### src/rtl/clksel_pkg.sv
`timescale 1ns/1ps
package clksel_pkg;
  typedef enum logic [1:0] {
    SEL_MANUAL      = 2'd0,
    SEL_AUTO_STAY   = 2'd1,
    SEL_AUTO_RETURN = 2'd2,
    SEL_SPARE       = 2'd3
  } selMode_e;

  typedef enum logic [1:0] {
    OUT2_ON     = 2'd0,
    OUT2_OFF    = 2'd1,
    OUT2_BYPASS = 2'd2,
    OUT2_SPARE  = 2'd3
  } out2Mode_e;

  localparam int NUM_REF = 2;

  typedef struct packed {
    logic [NUM_REF-1:0] inValid;
    logic               manPick;
  } qualStrobes_t;
endpackage

### src/rtl/clksel_qualifier.sv
`timescale 1ns/1ps
module clksel_qualifier #(
  parameter int VALID_CYC = 1024
) (
  input  logic clk,
  input  logic rstN,
  input  logic lossRaw,
  output logic alarm
);
  localparam int CW = $clog2(VALID_CYC + 1);
  localparam logic [CW-1:0] LAST = CW'(VALID_CYC - 1);

  logic [CW-1:0] runCnt;

  always_ff @(posedge clk or negedge rstN) begin
    if (!rstN) begin
      alarm  <= 1'b1;
      runCnt <= '0;
    end else if (lossRaw) begin
      alarm  <= 1'b1;
      runCnt <= '0;
    end else if (alarm) begin
      if (runCnt == LAST) begin
        alarm  <= 1'b0;
        runCnt <= '0;
      end else begin
        runCnt <= runCnt + 1'b1;
      end
    end
  end

  p_loss_sets_alarm_r3: assert property (@(posedge clk) disable iff (!rstN)
    lossRaw |=> alarm);
  p_clear_after_run_r3: assert property (@(posedge clk) disable iff (!rstN)
    $fell(alarm) |-> (!$past(lossRaw) && !$past(lossRaw, 2)));
endmodule

### src/rtl/clksel_datapath.sv
`timescale 1ns/1ps
module clksel_datapath
  import clksel_pkg::*;
#(
  parameter int VALID_CYC  = 1024,
  parameter int STABLE_CYC = 16
) (
  input  logic               clk,
  input  logic               rstN,
  input  logic [NUM_REF-1:0] lossRaw,
  input  logic               manSel,
  output logic [NUM_REF-1:0] alarm,
  output qualStrobes_t       strobes
);
  localparam int SW = $clog2(STABLE_CYC + 1);
  localparam logic [SW-1:0] S_LAST = SW'(STABLE_CYC - 1);

  for (genvar gi = 0; gi < NUM_REF; gi++) begin : g_ref
    clksel_qualifier #(.VALID_CYC(VALID_CYC)) u_qual (
      .clk    (clk),
      .rstN   (rstN),
      .lossRaw(lossRaw[gi]),
      .alarm  (alarm[gi])
    );
  end

  logic          manStable;
  logic [SW-1:0] pickCnt;

  always_ff @(posedge clk or negedge rstN) begin
    if (!rstN) begin
      manStable <= 1'b0;
      pickCnt   <= '0;
    end else if (manSel == manStable) begin
      pickCnt <= '0;
    end else if (pickCnt == S_LAST) begin
      manStable <= manSel;
      pickCnt   <= '0;
    end else begin
      pickCnt <= pickCnt + 1'b1;
    end
  end

  always_comb begin
    strobes.inValid = ~alarm;
    strobes.manPick = manStable;
  end

  p_pick_from_line_r2: assert property (@(posedge clk) disable iff (!rstN)
    (manStable != $past(manStable)) |-> (manStable == $past(manSel)));
endmodule

### src/rtl/clksel_control.sv
`timescale 1ns/1ps
module clksel_control
  import clksel_pkg::*;
(
  input  logic               clk,
  input  logic               rstN,
  input  logic [1:0]         modeCode,
  input  logic [1:0]         out2Code,
  input  qualStrobes_t       strobes,
  output logic               selIdx,
  output logic [NUM_REF-1:0] activeOneHot,
  output logic               holdFlag,
  output logic               switchReq,
  output logic               out2En,
  output logic               bypassEn,
  output logic               outEn
);
  selMode_e  modeNow;
  out2Mode_e out2Now;
  logic      nextSel, nextHold;
  logic      curOk;

  assign modeNow = selMode_e'(modeCode);
  assign out2Now = out2Mode_e'(out2Code);
  assign curOk   = strobes.inValid[selIdx];

  always_comb begin
    nextSel  = selIdx;
    nextHold = holdFlag;
    unique case (modeNow)
      SEL_AUTO_STAY, SEL_AUTO_RETURN: begin
        if (holdFlag) begin
          if (strobes.inValid[0]) begin
            nextSel = 1'b0; nextHold = 1'b0;
          end else if (strobes.inValid[1]) begin
            nextSel = 1'b1; nextHold = 1'b0;
          end
        end else if (strobes.inValid == '0) begin
          nextHold = 1'b1;
        end else if (modeNow == SEL_AUTO_RETURN && strobes.inValid[0]) begin
          nextSel = 1'b0;
        end else if (!curOk) begin
          nextSel = ~selIdx;
        end
      end
      default: begin
        nextSel  = strobes.manPick;
        nextHold = 1'b0;
      end
    endcase
  end

  always_ff @(posedge clk or negedge rstN) begin
    if (!rstN) begin
      selIdx    <= 1'b0;
      holdFlag  <= 1'b0;
      switchReq <= 1'b0;
      out2En    <= 1'b0;
      bypassEn  <= 1'b0;
      outEn     <= 1'b0;
    end else begin
      selIdx    <= nextSel;
      holdFlag  <= nextHold;
      switchReq <= (nextSel != selIdx);
      out2En    <= (out2Now == OUT2_ON) || (out2Now == OUT2_BYPASS);
      bypassEn  <= (out2Now == OUT2_BYPASS);
      outEn     <= 1'b1;
    end
  end

  assign activeOneHot = holdFlag ? '0 : (selIdx ? 2'b10 : 2'b01);

  p_change_pulses_r8: assert property (@(posedge clk) disable iff (!rstN)
    (selIdx != $past(selIdx)) |-> switchReq);
  p_pulse_means_change_r8: assert property (@(posedge clk) disable iff (!rstN)
    switchReq |-> (selIdx != $past(selIdx)));
  p_hold_needs_both_r6: assert property (@(posedge clk) disable iff (!rstN)
    $rose(holdFlag) |-> ($past(strobes.inValid) == 2'b00));
  p_hold_freezes_r6: assert property (@(posedge clk) disable iff (!rstN)
    (holdFlag && $past(holdFlag)) |-> $stable(selIdx));
  p_return_first_r5: assert property (@(posedge clk) disable iff (!rstN)
    ($past(modeCode) == 2'd2 && $past(strobes.inValid[0])) |-> (!selIdx && !holdFlag));
  p_out2_off_r10: assert property (@(posedge clk) disable iff (!rstN)
    ($past(out2Code) == 2'd1) |-> (!out2En && !bypassEn));
  p_oe_holds_r11: assert property (@(posedge clk) disable iff (!rstN)
    $past(outEn) |-> outEn);
endmodule

### src/rtl/clksel_ctrl.sv
`timescale 1ns/1ps
module clksel_ctrl
  import clksel_pkg::*;
#(
  parameter int VALID_CYC  = 1024,
  parameter int STABLE_CYC = 16
) (
  input  logic       clk,
  input  logic       rstN,
  input  logic [1:0] lossRaw,
  input  logic [1:0] modeCode,
  input  logic       manSel,
  input  logic [1:0] out2Code,
  output logic       selIdx,
  output logic [1:0] activeOneHot,
  output logic       holdFlag,
  output logic [1:0] alarm,
  output logic       switchReq,
  output logic       out2En,
  output logic       bypassEn,
  output logic       outEn
);
  qualStrobes_t strobes;

  clksel_datapath #(.VALID_CYC(VALID_CYC), .STABLE_CYC(STABLE_CYC)) u_dp (
    .clk    (clk),
    .rstN   (rstN),
    .lossRaw(lossRaw),
    .manSel (manSel),
    .alarm  (alarm),
    .strobes(strobes)
  );

  clksel_control u_ctl (
    .clk         (clk),
    .rstN        (rstN),
    .modeCode    (modeCode),
    .out2Code    (out2Code),
    .strobes     (strobes),
    .selIdx      (selIdx),
    .activeOneHot(activeOneHot),
    .holdFlag    (holdFlag),
    .switchReq   (switchReq),
    .out2En      (out2En),
    .bypassEn    (bypassEn),
    .outEn       (outEn)
  );
endmodule

### config.mk
export PLATFORM = sky130hd
export DESIGN_NAME = clksel_ctrl
export DESIGN_NICKNAME = d
export VERILOG_FILES = /design/src/rtl/clksel_pkg.sv /design/src/rtl/clksel_qualifier.sv /design/src/rtl/clksel_datapath.sv /design/src/rtl/clksel_control.sv /design/src/rtl/clksel_ctrl.sv
export SDC_FILE = /design/constraint.sdc
export NUM_CORES = 1
export LEC_CHECK = 0
export BUFFER_PORTS_ARGS = -buffer_cell sky130_fd_sc_hd__buf_2
export CORE_MARGIN = 5
export CORE_UTILIZATION = 58
export DETAILED_ROUTE_END_ITERATION = 7
export PLACE_DENSITY_LB_ADDON = 0.05
export SETUP_SLACK_MARGIN = 0.5
export SYNTH_ARGS = -nofsm -noshare
export SYNTH_HDL_FRONTEND = slang
export SYNTH_SLANG_ARGS = --single-unit
export TNS_END_PERCENT = 100
### constraint.sdc
create_clock -name clk -period 1.6 [get_ports clk]
set_input_delay 0.08 -clock clk [delete_from_list [all_inputs] [get_ports clk]]
set_output_delay 0.08 -clock clk [all_outputs]
set_load 0.01 [all_outputs]
=== Yosys cells after proc, flatten, opt, wreduce, memory -nomap -nowiden ===
Cells that the tools add are included.

* Output and inout port bits: 10
* Word-level logic and storage cells: 65
* Input bits: 9
* Bits in registers: 36

* Mux-type cells: 30
* Bitwise logic cells: 3
* Add/sub/neg operators: 3
* Reduce and logical (&&, ||, !) cells: 8
* Order comparisons: 1
* Equal/unequal tests: 8

{| class="wikitable"
|+ Operators by type and width
! kind !! count
|-
| $mux W11 || 6
|-
| $add A11 B1 Y11 const B || 2
|-
| $eq A11 B10 Y1 const B || 2
|-
| $mux W1 || 20
|-
| $mux W5 || 2
|-
| $add A5 B1 Y5 const B || 1
|-
| $eq A5 B4 Y1 const B || 1
|-
| $eq A2 B2 Y1 const B || 2
|-
| $logic_not A2 Y1 || 2
|-
| $mux W2 || 2
|-
| $reduce_bool A2 Y1 || 2
|-
| $eq A2 B1 Y1 const B || 1
|-
| $lt A1 B2 Y1 const B || 1
|-
| $not A1 Y1 || 2
|-
| $not A2 Y2 || 1
|-
| $reduce_and A2 Y1 || 1
|-
| $reduce_or A2 Y1 || 1
|-
| $eq A1 B1 Y1 || 1
|-
| $logic_and A1 B1 Y1 || 1
|-
| $logic_or A1 B1 Y1 || 1
|-
| $ne A1 B1 Y1 || 1
|}

=== Logic depth before layout (Yosys ltp) ===
* Depth after elaboration: 9
* Mapped depth: 5
* Depth with buffers taken out: 5

=== Cells and area by module ===
Synthesis repeated with hierarchy kept, for this count alone.

* Cells, all modules: 189
* Area total of the unflattened synthesis: 1911.8 um^2

{| class="wikitable"
|+ Modules (own cells, without submodules)
! module !! cells each !! area each (um^2) !! instances !! seq. area each (um^2)
|-
| clksel_qualifier || 71 || 684.4 || 2 || 301.5
|-
| clksel_control || 23 || 274.0 || 1 || 150.1
|-
| clksel_datapath || 24 || 269.0 || 1 || 150.1
|}

=== Worst setup path after synthesis ===
Ideal clock, no wire load.

* Path type: register to register
* From: reg u_dp.g_ref[1].u_qual.runCnt[0]
* To: reg u_dp.g_ref[1].u_qual.runCnt[10]
* Slack: 183 ps
* Clock period less this slack: 1417 ps
* Arrival time: 1298 ps
* Buffers on the path: 0
* Stages on the path, launching flop included: 5
* Library setup time: 120 ps
* Data required time: 1480 ps
* Cell sequence: dfrtp_1 ha_1 nand2_1 or4_1 and3_1

* Cells in the longest elaborated chain, start to end: 4
* Elaborated cells between the ends (all ways): 5
* Those cells by class: 1 x add/sub; 1 x eq/ne; 3 x mux

{| class="wikitable"
|+ Ends and longest elaborated chain
! what !! line !! source
|-
| start: declaration || clksel_qualifier.sv:13 || <nowiki>logic [CW-1:0] runCnt;</nowiki>
|-
| start signal: assignment || clksel_qualifier.sv:27 || <nowiki>runCnt <= runCnt + 1'b1;</nowiki>
|-
| $add A11 B1 Y11 / $eq A11 B10 Y1 (equally long branches) || clksel_qualifier.sv:27, clksel_qualifier.sv:23 ||
|-
| $mux W11 * || clksel_qualifier.sv:23 || <nowiki>if (runCnt == LAST) begin</nowiki>
|-
| $mux W11 * || clksel_qualifier.sv:22 || <nowiki>end else if (alarm) begin</nowiki>
|-
| $mux W11 * || clksel_qualifier.sv:19 || <nowiki>end else if (lossRaw) begin</nowiki>
|}

Every way passes the cells marked *; elsewhere a longest branch is shown, timed or not. The select of a mux whose other input is x is not followed.
A chain may end at the register's enable or synchronous reset.

=== Final worst setup path ===
* From: reg u_dp.g_ref[1].u_qual.alarm
* To: reg u_dp.g_ref[1].u_qual.runCnt[7]

* Cells in the longest elaborated chain, start to end: 1

{| class="wikitable"
|+ Ends and longest elaborated chain
! what !! line !! source
|-
| start: declaration || clksel_qualifier.sv:8 || <nowiki>output logic alarm</nowiki>
|-
| start signal: assignment || clksel_qualifier.sv:17 || <nowiki>alarm <= 1'b1;</nowiki>
|-
| start signal: assignment || clksel_qualifier.sv:20 || <nowiki>alarm <= 1'b1;</nowiki>
|-
| start signal: assignment || clksel_qualifier.sv:24 || <nowiki>alarm <= 1'b0;</nowiki>
|-
| $reduce_bool A2 Y1 (no source line) || - ||
|}

Every way passes these cells.

==> impl_metrics.py <==
metrics = {
    "placed_design": {
        "routabilityCongestion": 0.839,
        "dp_hpwl_mm": 2.75,
        "port_buffers": 18,
        "place_ws_ns": 0.146,
        "dp.cells": 243,
        "post_dp_cell_area_mm2": 0.00206,
    },
    "setup_path": {
        "slowest_stage": "dfstp_2",
        "crit_type": "flop to flop",
        "cp.required_ns": 1.88,
        "cp-end-kind": "flop",
        "worstPathCellList": "or3b_1 > o41a_1 > o21ai_1",
        "cp-start-kind": "flop",
        "cp_max_fo": 8,
        "arrival_ns": 1.76,
        "slowest_delay_ns": 0.62,
    },
    "final_layout": {
        "final_cell_area_mm2": 0.00256,
        "diodes": 0,
        "drive_above_1_share": 0.424,
        "layout.cells.most_common": "dfrtp_1",
        "layout_common_cells": "26 x dfrtp_1, 20 x buf_4, 16 x buf_2",
        "layoutNonFillerInstCount": 280,
        "largest_registers": "u_dp.g_ref.u_qual.runCnt x22, u_dp.pickCnt x5, u_dp.g_ref.u_qual.alarm x2",
        "filler_cell_count": 169,
        "top_register": "u_dp.g_ref.u_qual.runCnt",
        "syn_to_final_growth_pct": 39.0,
        "largest_register_ffs": 22,
        "fin_nets": 248,
    },
    "clock_tree": {
        "numCtsBuffers": 5,
        "cts.sink_count": 36,
        "cts-root-buf": "clkbuf_4",
        "cts_tree": "built",
        "cts_max_level": 2,
        "clk_pin_slew_worst_paths_ns": 0.11,
        "clk_latency_ns": 0.35,
        "clk_path_buf_depth": 2,
    },
    "synth": {
        "synth_compound_area_frac": 0.148,
        "synth_top_family_by_area": "simple AND/OR/NAND/NOR gates",
        "yosys_warnings": 0,
        "seq_area_frac_synth": 0.490,
        "synth_adder_area_share": 0.0272,
        "synth_edf_count": 0,
        "syn_inst": 184,
        "ys.flop_type": "dfrtp_1",
        "synth_nets": 197,
        "ys_types": 54,
        "synthXorXnorAreaFrac": 0.0380,
        "async_reset_ff_frac": 1.00,
        "synthSimpleGateAreaFrac": 0.247,
        "synthMuxAreaShare": 0.00611,
        "syn-cell-area_mm2": 0.00184,
        "syn_area_per_cell_um2": 10.0,
        "ys_ff_latch": 36,
    },
    "floorplan": {
        "io_pins": 19,
        "fp.dieH_um": 66.4,
        "die_w_um": 66.4,
        "die_area_mm2": 0.00440,
        "start_util": 0.604,
        "core-area_mm2": 0.00305,
        "placement_rows": 20,
    },
    "route": {
        "wl_per_cell_um": 18.7,
        "num_vias": 1707,
        "drt-initial-drc-count": 249,
        "drt_pre_antenna_iters": 4,
        "drc": 0,
        "viasPerCell": 6.10,
        "postRouteAntennaNets": 0,
        "drt_wl_total_mm": 5.25,
    },
    "global_routing": {
        "grt_pass1_vias": 1803,
        "grt_pass1_wl_mm": 8.25,
        "antenna_found_initial": 0,
        "gr-total-overflow": 0,
        "grt_max_degree": 22,
        "grt_use_total": 0.256,
    },
    "worst_hold_path": {
        "hold_path_class": "input port to flop",
    },
    "timing": {
        "fin_ws_ns": 0.120,
        "finalCritPeriodShare": 0.925,
        "grt_setup_unrepaired": "yes",
        "tns_ns": 0,
        "final.min_clock_period_ns": 1.48,
        "finalHoldViolations": 0,
        "fmax_mhz": 676,
        "finalSetupViolCount": 0,
        "finClkSkew_ns": 0.00652,
        "final_max_slew_viol_count": 0,
    },
    "pwr": {
        "total_power_uw": 1660,
        "power_density_mw_per_mm2": 647,
        "p_leak_uw": 0.00111,
        "vdd_drop_max_v": 0.000695,
    },
    "run": {
        "drv_cap": 0,
    },
    "outcome": {
        "status": "completed",
    },
}
-- kinds of logic (layout without fill, tap and decap cells) --
logic type,count (synthesis),in the layout
muxes,1,1
adders and majority gates,4,4
DFF,36,36
other,1,1
AOI/OAI and AO/OA,38,38
and+or+nand+nor,78,78
xor gates and xnor gates,8,8
buffers and inverters,18,70
-- report_power, final --
group	internal [uW]	switching, uW
clock	169	317
sequential	938	32.5
combinational	95.0	106
-- per-layer routing --
metal / global-route usage / wire (um) / vias up / share of wire
met4: 0.157 / 253 / 0 / 0.048
li1: - / - / 779 / -
met5: 0 / 0 / - / 0
met2: 0.430 / 2640 / 80 / 0.50
met1: 0.284 / 2020 / 821 / 0.38
met3: 0.0697 / 336 / 27 / 0.064
-- through the flow --
| stage | hold WS, ns | util |
|---|---|---|
| after floorplan | -0.216 | - |
| after global placement | 0.0252 | 0.675 |
| after detailed placement | 0.0273 | 0.675 |
| after CTS | 0.0324 | 0.787 |
| after global routing | 0.0588 | 0.839 |
| final | 0.0520 | 0.839 |
-- cells in the mapped netlist, types with 2 or more instances --
master     n  share of area
xor2_1     7          0.033
dfrtp_1   34           0.46
o32a_1     2          0.011
inv_1     11          0.022
o32ai_1    2         0.0095
buf_4      2         0.0081
nand2_1   17          0.035
nor2b_1    2         0.0068
nor3_1     2         0.0054
or4_1      7          0.029
nand3_2    3          0.016
or3b_1     2         0.0095
nand4_1    5          0.017
a21oi_1    4          0.011
or3_1      2         0.0068
and3_1     2         0.0068
o21ai_1    5          0.014
clkbuf_1   3         0.0061
nor2_1    13          0.026
nor3b_1    2         0.0081
and2_1     2         0.0068
o31ai_1    6          0.024
o211ai_1   2         0.0081
dfstp_2    2          0.029
ha_1       4          0.027
a211o_1    2         0.0095
nand3_1    7          0.019
nand2b_1   2         0.0068
nand3b_1   2         0.0081
o21ai_0    4          0.011
-- worst max-delay path: cells and delay by family, from the launching register on --
| kind | cells | cell delay [ns] |
|---|---|---|
| DFF | 1 | 0.62 |
| and+or+nand+nor | 1 | 0.38 |
| AOI/OAI and AO/OA | 2 | 0.40 |
-- path summary, 6_finish.rpt --
kind,from,end,slack [ns],depth (start not counted)
setup reg to reg,u_dp.g_ref[1].u_qual.alarm$_DFF_PN1_,u_dp.g_ref[1].u_qual.runCnt[7]$_DFFE_PN0P_,0.12,3
min in group asynchronous,rstN,u_dp.g_ref[0].u_qual.runCnt[2]$_DFFE_PN0P_,0.18,2
max in group asynchronous,rstN,u_dp.g_ref[1].u_qual.alarm$_DFF_PN1_,0.90,3
setup / recovery,u_dp.g_ref[1].u_qual.alarm$_DFF_PN1_,u_dp.g_ref[1].u_qual.runCnt[7]$_DFFE_PN0P_,0.12,3
hold / removal,lossRaw[0],u_dp.g_ref[0].u_qual.runCnt[8]$_DFFE_PN0P_,0.05,2
hold reg to reg,u_dp.g_ref[1].u_qual.runCnt[10]$_DFFE_PN0P_,u_dp.g_ref[1].u_qual.runCnt[10]$_DFFE_PN0P_,0.55,1
-- final cells by class --
| cell class | instances | area [um^2] | area share |
|---|---|---|---|
| sequential | 36 | 913 | 0.356 |
| tap | 44 | 55.1 | 0.0215 |
| clock buffer | 6 | 41.3 | 0.0161 |
| clock inverter | 2 | 12.5 | 0.00488 |
| multi-input combinational | 130 | 1070 | 0.418 |
| inverter | 12 | 52.6 | 0.0205 |
| timing repair buffer | 50 | 417 | 0.163 |
-- repair_timing --
| item | in CTS | in global routing |
|---|---|---|
| setup buffers | 19 | 5 |
| pin swaps | 12 | 10 |
| hold endpoints to repair | 38 | 0 |
| cloned | 1 | 0 |
| endpoints found under the setup margin | 33 | 36 |
| hold buffers | 4 | 0 |
| gates resized for setup | 22 | 26 |
No activity file was read; power rests on OpenSTA's default activity.
